### src/rtl/rss_pkg.sv
package rss_pkg;
  localparam int REG_W     = 32;
  localparam int ADDR_W    = 12;
  localparam int IDX_FLD_W = 10;

  localparam logic [ADDR_W-1:0] OFF_CTRL = 12'hC80;
  localparam logic [ADDR_W-1:0] OFF_CMD  = 12'hC88;
  localparam logic [ADDR_W-1:0] OFF_DATA = 12'hC8C;
  localparam logic [ADDR_W-1:0] OFF_CAP  = 12'h120;

  localparam int CTL_EN   = 0;
  localparam int CTL_IP2  = 1;
  localparam int CTL_TCP4 = 2;
  localparam int CTL_UDP4 = 3;

  localparam int CMD_GO   = 0;
  localparam int CMD_KSEL = 2;
  localparam int CMD_IDX  = 8;

  localparam int CAP_BIT  = 20;

  typedef struct packed {
    logic                 ksel;
    logic [IDX_FLD_W-1:0] idx;
  } target_t;
endpackage

### src/rtl/rss_csr.sv
module rss_csr
  import rss_pkg::*;
(
  input  logic              clk,
  input  logic              rst_n,
  input  logic              reg_wr,
  input  logic [ADDR_W-1:0] reg_addr,
  input  logic [REG_W-1:0]  reg_wdata,
  input  logic              busy,
  output logic [REG_W-1:0]  reg_rdata,
  output logic [3:0]        ctl_q,
  output target_t           tgt_q,
  output logic [REG_W-1:0]  data_q,
  output logic              launch
);
  logic wr_ctl, wr_cmd, wr_dat;

  always_comb begin
    wr_ctl = reg_wr && (reg_addr == OFF_CTRL);
    wr_cmd = reg_wr && (reg_addr == OFF_CMD) && !busy;
    wr_dat = reg_wr && (reg_addr == OFF_DATA) && !busy;
    launch = wr_cmd && reg_wdata[CMD_GO];
  end

  always_ff @(posedge clk) begin
    if (!rst_n) begin
      ctl_q  <= '0;
      tgt_q  <= '0;
      data_q <= '0;
    end else begin
      if (wr_ctl) ctl_q <= reg_wdata[3:0];
      if (wr_cmd) begin
        tgt_q.ksel <= reg_wdata[CMD_KSEL];
        tgt_q.idx  <= reg_wdata[CMD_IDX +: IDX_FLD_W];
      end
      if (wr_dat) data_q <= reg_wdata;
    end
  end

  always_comb begin
    reg_rdata = '0;
    unique case (reg_addr)
      OFF_CTRL: reg_rdata[3:0] = ctl_q;
      OFF_CMD: begin
        reg_rdata[CMD_IDX +: IDX_FLD_W] = tgt_q.idx;
        reg_rdata[CMD_KSEL]             = tgt_q.ksel;
        reg_rdata[CMD_GO]               = busy;
      end
      OFF_DATA: reg_rdata = data_q;
      OFF_CAP:  reg_rdata[CAP_BIT] = 1'b1;
      default:  reg_rdata = '0;
    endcase
  end
endmodule

### src/rtl/rss_seq.sv
module rss_seq #(
  parameter int OP_LAT = 4
) (
  input  logic clk,
  input  logic rst_n,
  input  logic launch,
  output logic busy,
  output logic commit
);
  localparam int CNT_W = $clog2(OP_LAT + 1);

  logic [CNT_W-1:0] cnt;

  always_comb commit = busy && (cnt == CNT_W'(1));

  always_ff @(posedge clk) begin
    if (!rst_n) begin
      busy <= 1'b0;
      cnt  <= '0;
    end else if (launch) begin
      busy <= 1'b1;
      cnt  <= CNT_W'(OP_LAT);
    end else if (busy) begin
      if (commit) busy <= 1'b0;
      cnt <= cnt - CNT_W'(1);
    end
  end
endmodule

### src/rtl/rss_store.sv
module rss_store
  import rss_pkg::*;
#(
  parameter int KEY_WORDS = 10,
  parameter int TBL_DEPTH = 256,
  parameter int CHAN_W    = 8,
  localparam int TIDX_W   = $clog2(TBL_DEPTH)
) (
  input  logic                       clk,
  input  logic                       rst_n,
  input  logic                       commit,
  input  target_t                    tgt,
  input  logic [REG_W-1:0]           data,
  input  logic [TIDX_W-1:0]          lkp_idx,
  output logic [CHAN_W-1:0]          lkp_chan,
  output logic [KEY_WORDS*REG_W-1:0] key_flat
);
  logic [CHAN_W-1:0] tbl [TBL_DEPTH];

  for (genvar k = 0; k < KEY_WORDS; k++) begin : g_key
    logic hit;
    always_comb hit = commit && tgt.ksel && (tgt.idx == IDX_FLD_W'(k));
    always_ff @(posedge clk) begin
      if (!rst_n)   key_flat[k*REG_W +: REG_W] <= '0;
      else if (hit) key_flat[k*REG_W +: REG_W] <= data;
    end
  end

  for (genvar t = 0; t < TBL_DEPTH; t++) begin : g_tbl
    logic hit;
    always_comb hit = commit && !tgt.ksel && (tgt.idx == IDX_FLD_W'(t));
    always_ff @(posedge clk) begin
      if (!rst_n)   tbl[t] <= '0;
      else if (hit) tbl[t] <= data[CHAN_W-1:0];
    end
  end

  always_comb lkp_chan = tbl[lkp_idx];
endmodule

### src/rtl/rss_indirect_prog.sv
module rss_indirect_prog
  import rss_pkg::*;
#(
  parameter int OP_LAT    = 4,
  parameter int KEY_WORDS = 10,
  parameter int TBL_DEPTH = 256,
  parameter int CHAN_W    = 8,
  localparam int TIDX_W   = $clog2(TBL_DEPTH),
  localparam int KEY_W    = KEY_WORDS * REG_W
) (
  input  logic              clk,
  input  logic              rst_n,
  input  logic              reg_wr,
  input  logic [ADDR_W-1:0] reg_addr,
  input  logic [REG_W-1:0]  reg_wdata,
  output logic [REG_W-1:0]  reg_rdata,
  input  logic [TIDX_W-1:0] lkp_idx,
  output logic [CHAN_W-1:0] lkp_chan,
  output logic              lkp_valid,
  output logic              hash_en_ip2,
  output logic              hash_en_tcp4,
  output logic              hash_en_udp4,
  output logic [KEY_W-1:0]  hash_key
);
  logic [3:0]       ctl_q;
  target_t          tgt_q;
  logic [REG_W-1:0] data_q;
  logic             launch, busy, commit;

  rss_csr u_csr (
    .clk(clk), .rst_n(rst_n), .reg_wr(reg_wr), .reg_addr(reg_addr),
    .reg_wdata(reg_wdata), .busy(busy), .reg_rdata(reg_rdata),
    .ctl_q(ctl_q), .tgt_q(tgt_q), .data_q(data_q), .launch(launch)
  );

  rss_seq #(.OP_LAT(OP_LAT)) u_seq (
    .clk(clk), .rst_n(rst_n), .launch(launch), .busy(busy), .commit(commit)
  );

  rss_store #(.KEY_WORDS(KEY_WORDS), .TBL_DEPTH(TBL_DEPTH), .CHAN_W(CHAN_W)) u_store (
    .clk(clk), .rst_n(rst_n), .commit(commit), .tgt(tgt_q), .data(data_q),
    .lkp_idx(lkp_idx), .lkp_chan(lkp_chan), .key_flat(hash_key)
  );

  always_comb begin
    lkp_valid    = ctl_q[CTL_EN];
    hash_en_ip2  = ctl_q[CTL_IP2];
    hash_en_tcp4 = ctl_q[CTL_TCP4];
    hash_en_udp4 = ctl_q[CTL_UDP4];
  end
endmodule

### config.mk
export PLATFORM = sky130hd
export DESIGN_NAME = rss_indirect_prog
export DESIGN_NICKNAME = d
export VERILOG_FILES = /design/src/rtl/rss_pkg.sv /design/src/rtl/rss_csr.sv /design/src/rtl/rss_seq.sv /design/src/rtl/rss_store.sv /design/src/rtl/rss_indirect_prog.sv
export SDC_FILE = /design/constraint.sdc
export NUM_CORES = 2
export LEC_CHECK = 0
export ABC_AREA = 0
export BUFFER_PORTS_ARGS = -buffer_cell sky130_fd_sc_hd__buf_2
export CAP_MARGIN = 10
export CORE_MARGIN = 4
export CORE_UTILIZATION = 64
export CTS_BUF_LIST = sky130_fd_sc_hd__clkbuf_8
export DETAILED_ROUTE_END_ITERATION = 10
export GPL_ROUTABILITY_DRIVEN = 0
export PLACE_DENSITY_LB_ADDON = 0.08
export REMOVE_ABC_BUFFERS = 1
export SYNTH_ARGS = -nofsm -noshare
export SYNTH_HDL_FRONTEND = slang
export SYNTH_SLANG_ARGS = --single-unit
### constraint.sdc
create_clock -name clk -period 2.9 [get_ports clk]
set_input_delay 0.435 -clock clk [delete_from_list [all_inputs] [get_ports clk]]
set_output_delay 0.435 -clock clk [all_outputs]
set_load 0.02 [all_outputs]
### Yosys cells after proc, flatten, opt, wreduce, memory -nomap -nowiden

Memories as Yosys holds them, arrays and structs flattened.
Index checks and enable logic that the tools add are counted.
W data, S select, Z words.

| cells by class | value |
|---|---|
| $add $sub $neg | 1 |
| multipliers | 0 |
| divide/modulo/power cells | 0 |
| order comparisons | 0 |
| eq/ne operators | 260 |
| shift operators | 0 |
| multiplexer cells | 1,039 |
| bitwise logic cells | 257 |
| reductions and logical operators | 280 |

Operators with widths:

| cell | number |
|---|---|
| $mux W8 | 256 |
| $eq A10 B8 Y1 const B | 128 |
| $mux W1 | 772 |
| $eq A10 B7 Y1 const B | 64 |
| $eq A10 B6 Y1 const B | 32 |
| $logic_and A1 B1 Y1 | 275 |
| $or A1 B1 Y1 | 256 |
| $eq A10 B5 Y1 const B | 16 |
| $eq A10 B4 Y1 const B | 8 |
| $eq A10 B3 Y1 const B | 4 |
| $eq A12 B12 Y1 const B | 3 |
| $eq A10 B2 Y1 const B | 2 |
| $pmux W10 S2 | 1 |
| $eq A12 B9 Y1 const B | 1 |
| $mux W11 | 1 |
| $eq A10 B1 Y1 const B | 1 |
| $logic_not A10 Y1 | 1 |
| $mux W3 | 2 |
| $pmux W1 S2 | 3 |
| $pmux W1 S3 | 2 |
| $mux W4 | 1 |
| $eq A3 B1 Y1 const B | 1 |
| $sub A3 B1 Y3 const B | 1 |
| $logic_not A1 Y1 | 2 |
| other kinds (4) | 4 |

| word-level totals | value |
|---|---|
| flip-flop bits (word level) | 371 |
| bits in latches | 0 |
| memory bits (writable) | 2,048 |
| bits in read-only memories | 0 |
| output and inout port bits | 364 |
| logic and storage cells | 1,855 |
| memories | 1 |

Memory list:

| memory | depth | width | read ports | clocked after memory_dff | write ports | line | text |
|---|---|---|---|---|---|---|---|
| u_store.tbl | 256 | 8 | 1 | 0 | 256 | rss_store.sv:18 | `logic [CHAN_W-1:0] tbl [TBL_DEPTH];` |

### Depth between registers and ports, before layout

| depth | value |
|---|---|
| depth after elaboration | 8 |
| mapped depth | 11 |
| mapped depth without buffers | 8 |

### Cells and area by module

A second synthesis with hierarchy kept.

| unflattened totals | value |
|---|---|
| cells, all modules | 8,186 |
| area, all modules | 109,128.4 um^2 |

By module, submodules not included:

| module | times used | cells an instance | area an instance (um^2) | sequential area each (um^2) |
|---|---|---|---|---|
| rss_store | 1 | 7,885 | 106,504.6 | 67,905.1 |
| rss_csr | 1 | 280 | 2,433.6 | 940.9 |
| rss_seq | 1 | 21 | 190.2 | 80.1 |

### Worst setup path after synthesis

Ideal clock, no wire load.

| path | value |
|---|---|
| path kind | input-to-output |
| from | input port lkp_idx[0] |
| to | output port lkp_chan[0] |
| arrival time | 2.411 ns |
| required time | 2.465 ns |
| slack | 0.054 ns |
| cell stages on the path | 9 |
| buffers on the path | 4 |
| path through | buf_6 -> buf_6 -> buf_6 -> buf_6 -> nor3b_2 -> a21oi_1 -> a41oi_1 -> nor3_1 -> nor4_1 |

| on the way | value |
|---|---|
| word-level cells in the longest chain between the ends | 1 |

RTL lines:

| what | line | text |
|---|---|---|
| start, declared | rss_indirect_prog.sv:17 | `input logic [TIDX_W-1:0] lkp_idx,` |
| $mem_v2 Z256 W8 | -- |  |
| end, declared | rss_indirect_prog.sv:18 | `output logic [CHAN_W-1:0] lkp_chan,` |

No other way between the ends.

### Final worst setup path

| path | value |
|---|---|
| from | memory u_store.tbl[211][5] |
| to | output port lkp_chan[5] |

| on the way | value |
|---|---|
| word-level cells in the longest chain between the ends | 1 |

RTL lines:

| what | line |
|---|---|
| start, declared | rss_store.sv:18 |
| $mem_v2 Z256 W8 | -- |

No other way between the ends.

==> impl_results.md <==
* Final WL at 316,000 um
* Die W at 408 um
* Hold WS at 0.140 ns
* WP buf/inv at 2
* Finished Cell Area at 0.121 mm2
* Total negative slack at -6.63 ns
* Grt ovf at 0
* # port buffers at 418
* Bufs on Longest Clock Path at 4
* Die area at 0.167 mm2
* Seq cells post-synth at 2,419
* GRT Overall Usage at 37.7%
* Synth area leader: edfxtp_1
* DP Worst Slack at -1.25 ns
* # clock sinks at 2,419
* Crit end category: primary output
* Leak at 40.7 nW
* Count leader, synth: nor2_1
* Worst path depth at 7
* Placed cell area at 0.112 mm2
* Synthesized instance count at 8,068
* # Max-Cap Violations at 0
* 1st-pass router iterations at 8
* Clock skew at 0.0611 ns
* Ports at 419
* Iter 0 DRT Violations at 10,637
* Setup crit end: lkp_chan[5]
* Post-DR wirelength/cell at 27.8 um
* Clock transition at the registers of the reported paths at 0.06 ns
* Peak Freq at 0.258 GHz
* Worst stage delay on the critical path at 0.64 ns
* Worst slew margin at 37.2%
* Worst-Margin Slew at 0.943 ns
* Largest net degree at the start of global routing at 165
* CTS tree: done
* Initial antenna violation count at 10
* DRC viols at 0
* Clock Latency Late Sink at 1.08 ns
* Synthesis Warnings at 0
* Power Density at 593 mW/mm2
* Post-synthesis cell type count at 57
* Top_reg_cell synth: edfxtp_1
* Critical-path maximum fanout at 1
* Worst r2r src: u_csr.tgt_q[5]
* Antenna viol nets, final at 0
* Maximum vdd drop at 0.552 mV
* Failing checks: setup timing
* CP Launch Point: u_store.tbl[211][5]
* Drt via density at 6.49
* Register area share after synthesis at 67.2%
* CP max-delay cell: nor4_4
* Nets at 9,066
* Top cells by area, synth: edfxtp_1 (60%), mux4_2 (9.6%), nor2_1 (7.7%), dfxtp_1 (7.2%), nand2_1 (3.3%)
* Top post-synthesis cells by count: nor2_1 (2,114), edfxtp_1 (2,048), nand2_1 (896)
* Worst reg2reg path endpoint: u_store.tbl[11][6]
* Post-Syn Area at 0.103 mm2
* Fin worst setup slack at -0.969 ns
* # rows at 146
* Final Max Slew Viols at 0
* Cell Chain, Critical Path: mux4_2 -> a22oi_2 -> a21oi_2 -> nor4_4 -> buf_4 -> nor4_4 -> buf_4
* Initial core utilization at 64.6%
* DR vias at 73,816
* Setup bufs post-CTS at 0
* R2R setup slack at 0.04 ns
* Die Ht at 408 um
* Worst hold path class: in2reg
* Final hold vios at 0
* Core box area at 0.159 mm2
* Dpl hpwl at 211,000 um
* Async S/R FF share, synth at 0%
* Critical Path RT at 2.47 ns
* First-pass GRT wire length at 468,000 um
* Min Tclk post-route at 3.87 ns
* Critical path arrival at 3.43 ns
* Worst setup SP type: register
* Mean Syn Cell Area at 12.7 um2
* EDFF count, synth at 2,048
* RSZ-0062 raised after global routing: yes
* Vias in the first global route at 73,161
* Root buffer cell: clkbuf_8
* CTS buffer count at 388
* Critical path class: reg2out
* Reg2Reg Depth at 5
* Depth of the CTS H-tree at 5
* Share of layout cells above drive strength 1 at 26.3%
* Top delay family on crit path: simple AND/OR/NAND/NOR gates
* Final period util at 133%
* Final setup fails at 8
* Share of the synthesized area in the top cell type at 60.0%
* Area delta synth->final at 17.5%
* Status: finished, violations left
-- cells by family (layout without fill, tap and decap cells) --
| family | Yosys count | in the layout | share of synthesized area, % |
|---|---|---|---|
| AND/OR/NAND/NOR | 3174 | 3174 | 12.0 |
| flip-flops | 2419 | 2419 | 67.2 |
| AO/OA/AOI/OAI | 1091 | 1091 | 6.21 |
| buffers and inverters | 797 | 2016 | 3.47 |
| multiplexers | 583 | 583 | 11.0 |
| adder cells (fa/ha/maj) | 2 | 2 | 0.0244 |
| XOR/XNOR | 2 | 2 | 0.0171 |
| other | 0 | 14 | 0 |
-- sequential cells by signal, summed over array words and instances (netlist names) --
signal / flops
u_csr.data_q: 32
u_store.tbl: 2048
u_seq.busy: 1
u_seq.cnt: 3
u_store.key_flat: 320
u_csr.tgt_q: 11
u_csr.ctl_q: 4
-- per-layer routing --
layer	track usage [%]	routed length [um]
met1	50.9	111000
met2	57.4	146000
met3	11.1	42800
met4	17.6	15900
met5	0	13
-- worst register-to-register path, cell delays in order (launching register included) --
cell,delay [ns]
dfxtp_1,0.50
nor2_1,0.53
nand2_1,0.35
nor2_1,0.48
nand2_1,0.52
nor2_1,0.29
-- timing repair --
item                       4_1_cts  5_1_grt
setup endpoints to repair      155      404
hold endpoints to repair       107        0
hold buffers                    39        0
pin swaps                       44       25
gates resized for setup        154       91
-- per-stage QoR --
step                std cells  power (mW)  utilization, %
floorplan                7281        42.1               -
global placement        10659        44.6            70.6
detailed placement      10660        44.8            70.6
CTS                     11361        71.4            75.7
global route            11366        73.6            75.9
finish                  11373        71.5            75.9
-- report_power, final --
group,switching (mW),leakage (nW),internal (mW)
combinational,2.84,14.0,2.24
sequential,0.431,22.7,39.0
clock,13.3,4.03,13.7
-- worst min path at each step --
| stage | start | end | slack (ns) | depth (start not counted) |
|---|---|---|---|---|
| global placement | u_store.key_flat[288] | u_store.key_flat[288] | 0.44 | 2 |
| finish | reg_addr[2] | u_csr.data_q[6] | 0.14 | 6 |
| floorplan | u_seq.cnt[1] | u_seq.cnt[1] | 0.47 | 2 |
| detailed placement | u_store.key_flat[242] | u_store.key_flat[242] | 0.44 | 2 |
| global route | reg_addr[2] | u_csr.data_q[1] | 0.14 | 6 |
| CTS | reg_addr[2] | u_csr.data_q[1] | 0.08 | 6 |
-- cell type report --
class	instances	area (um2)
Tap cell	2072	2590
Inverter	10	45.0
Multi-Input combinational cell	4852	31400
Clock inverter	250	1170
Fill cell	9830	38200
Clock buffer	418	5750
Sequential cell	2419	68900
Timing Repair Buffer	1338	10500
Antenna cell	14	35.0
-- cells in the final DEF, fill, tap and decap left out, types with 111 or more instances in the layout --
master    Yosys  final
nand2_1     896    839
buf_12        2    111
edfxtp_1   2048   2048
mux4_2      436    436
a22oi_1     163    141
o21ai_0     285    271
clkbuf_8      0    419
buf_4        25    777
inv_1         8    135
a21oi_1     488    460
dfxtp_1     371    363
mux2i_1     139    138
nor2_1     2114   2098
buf_2        98    407
(Power assumes the default switching activity.)
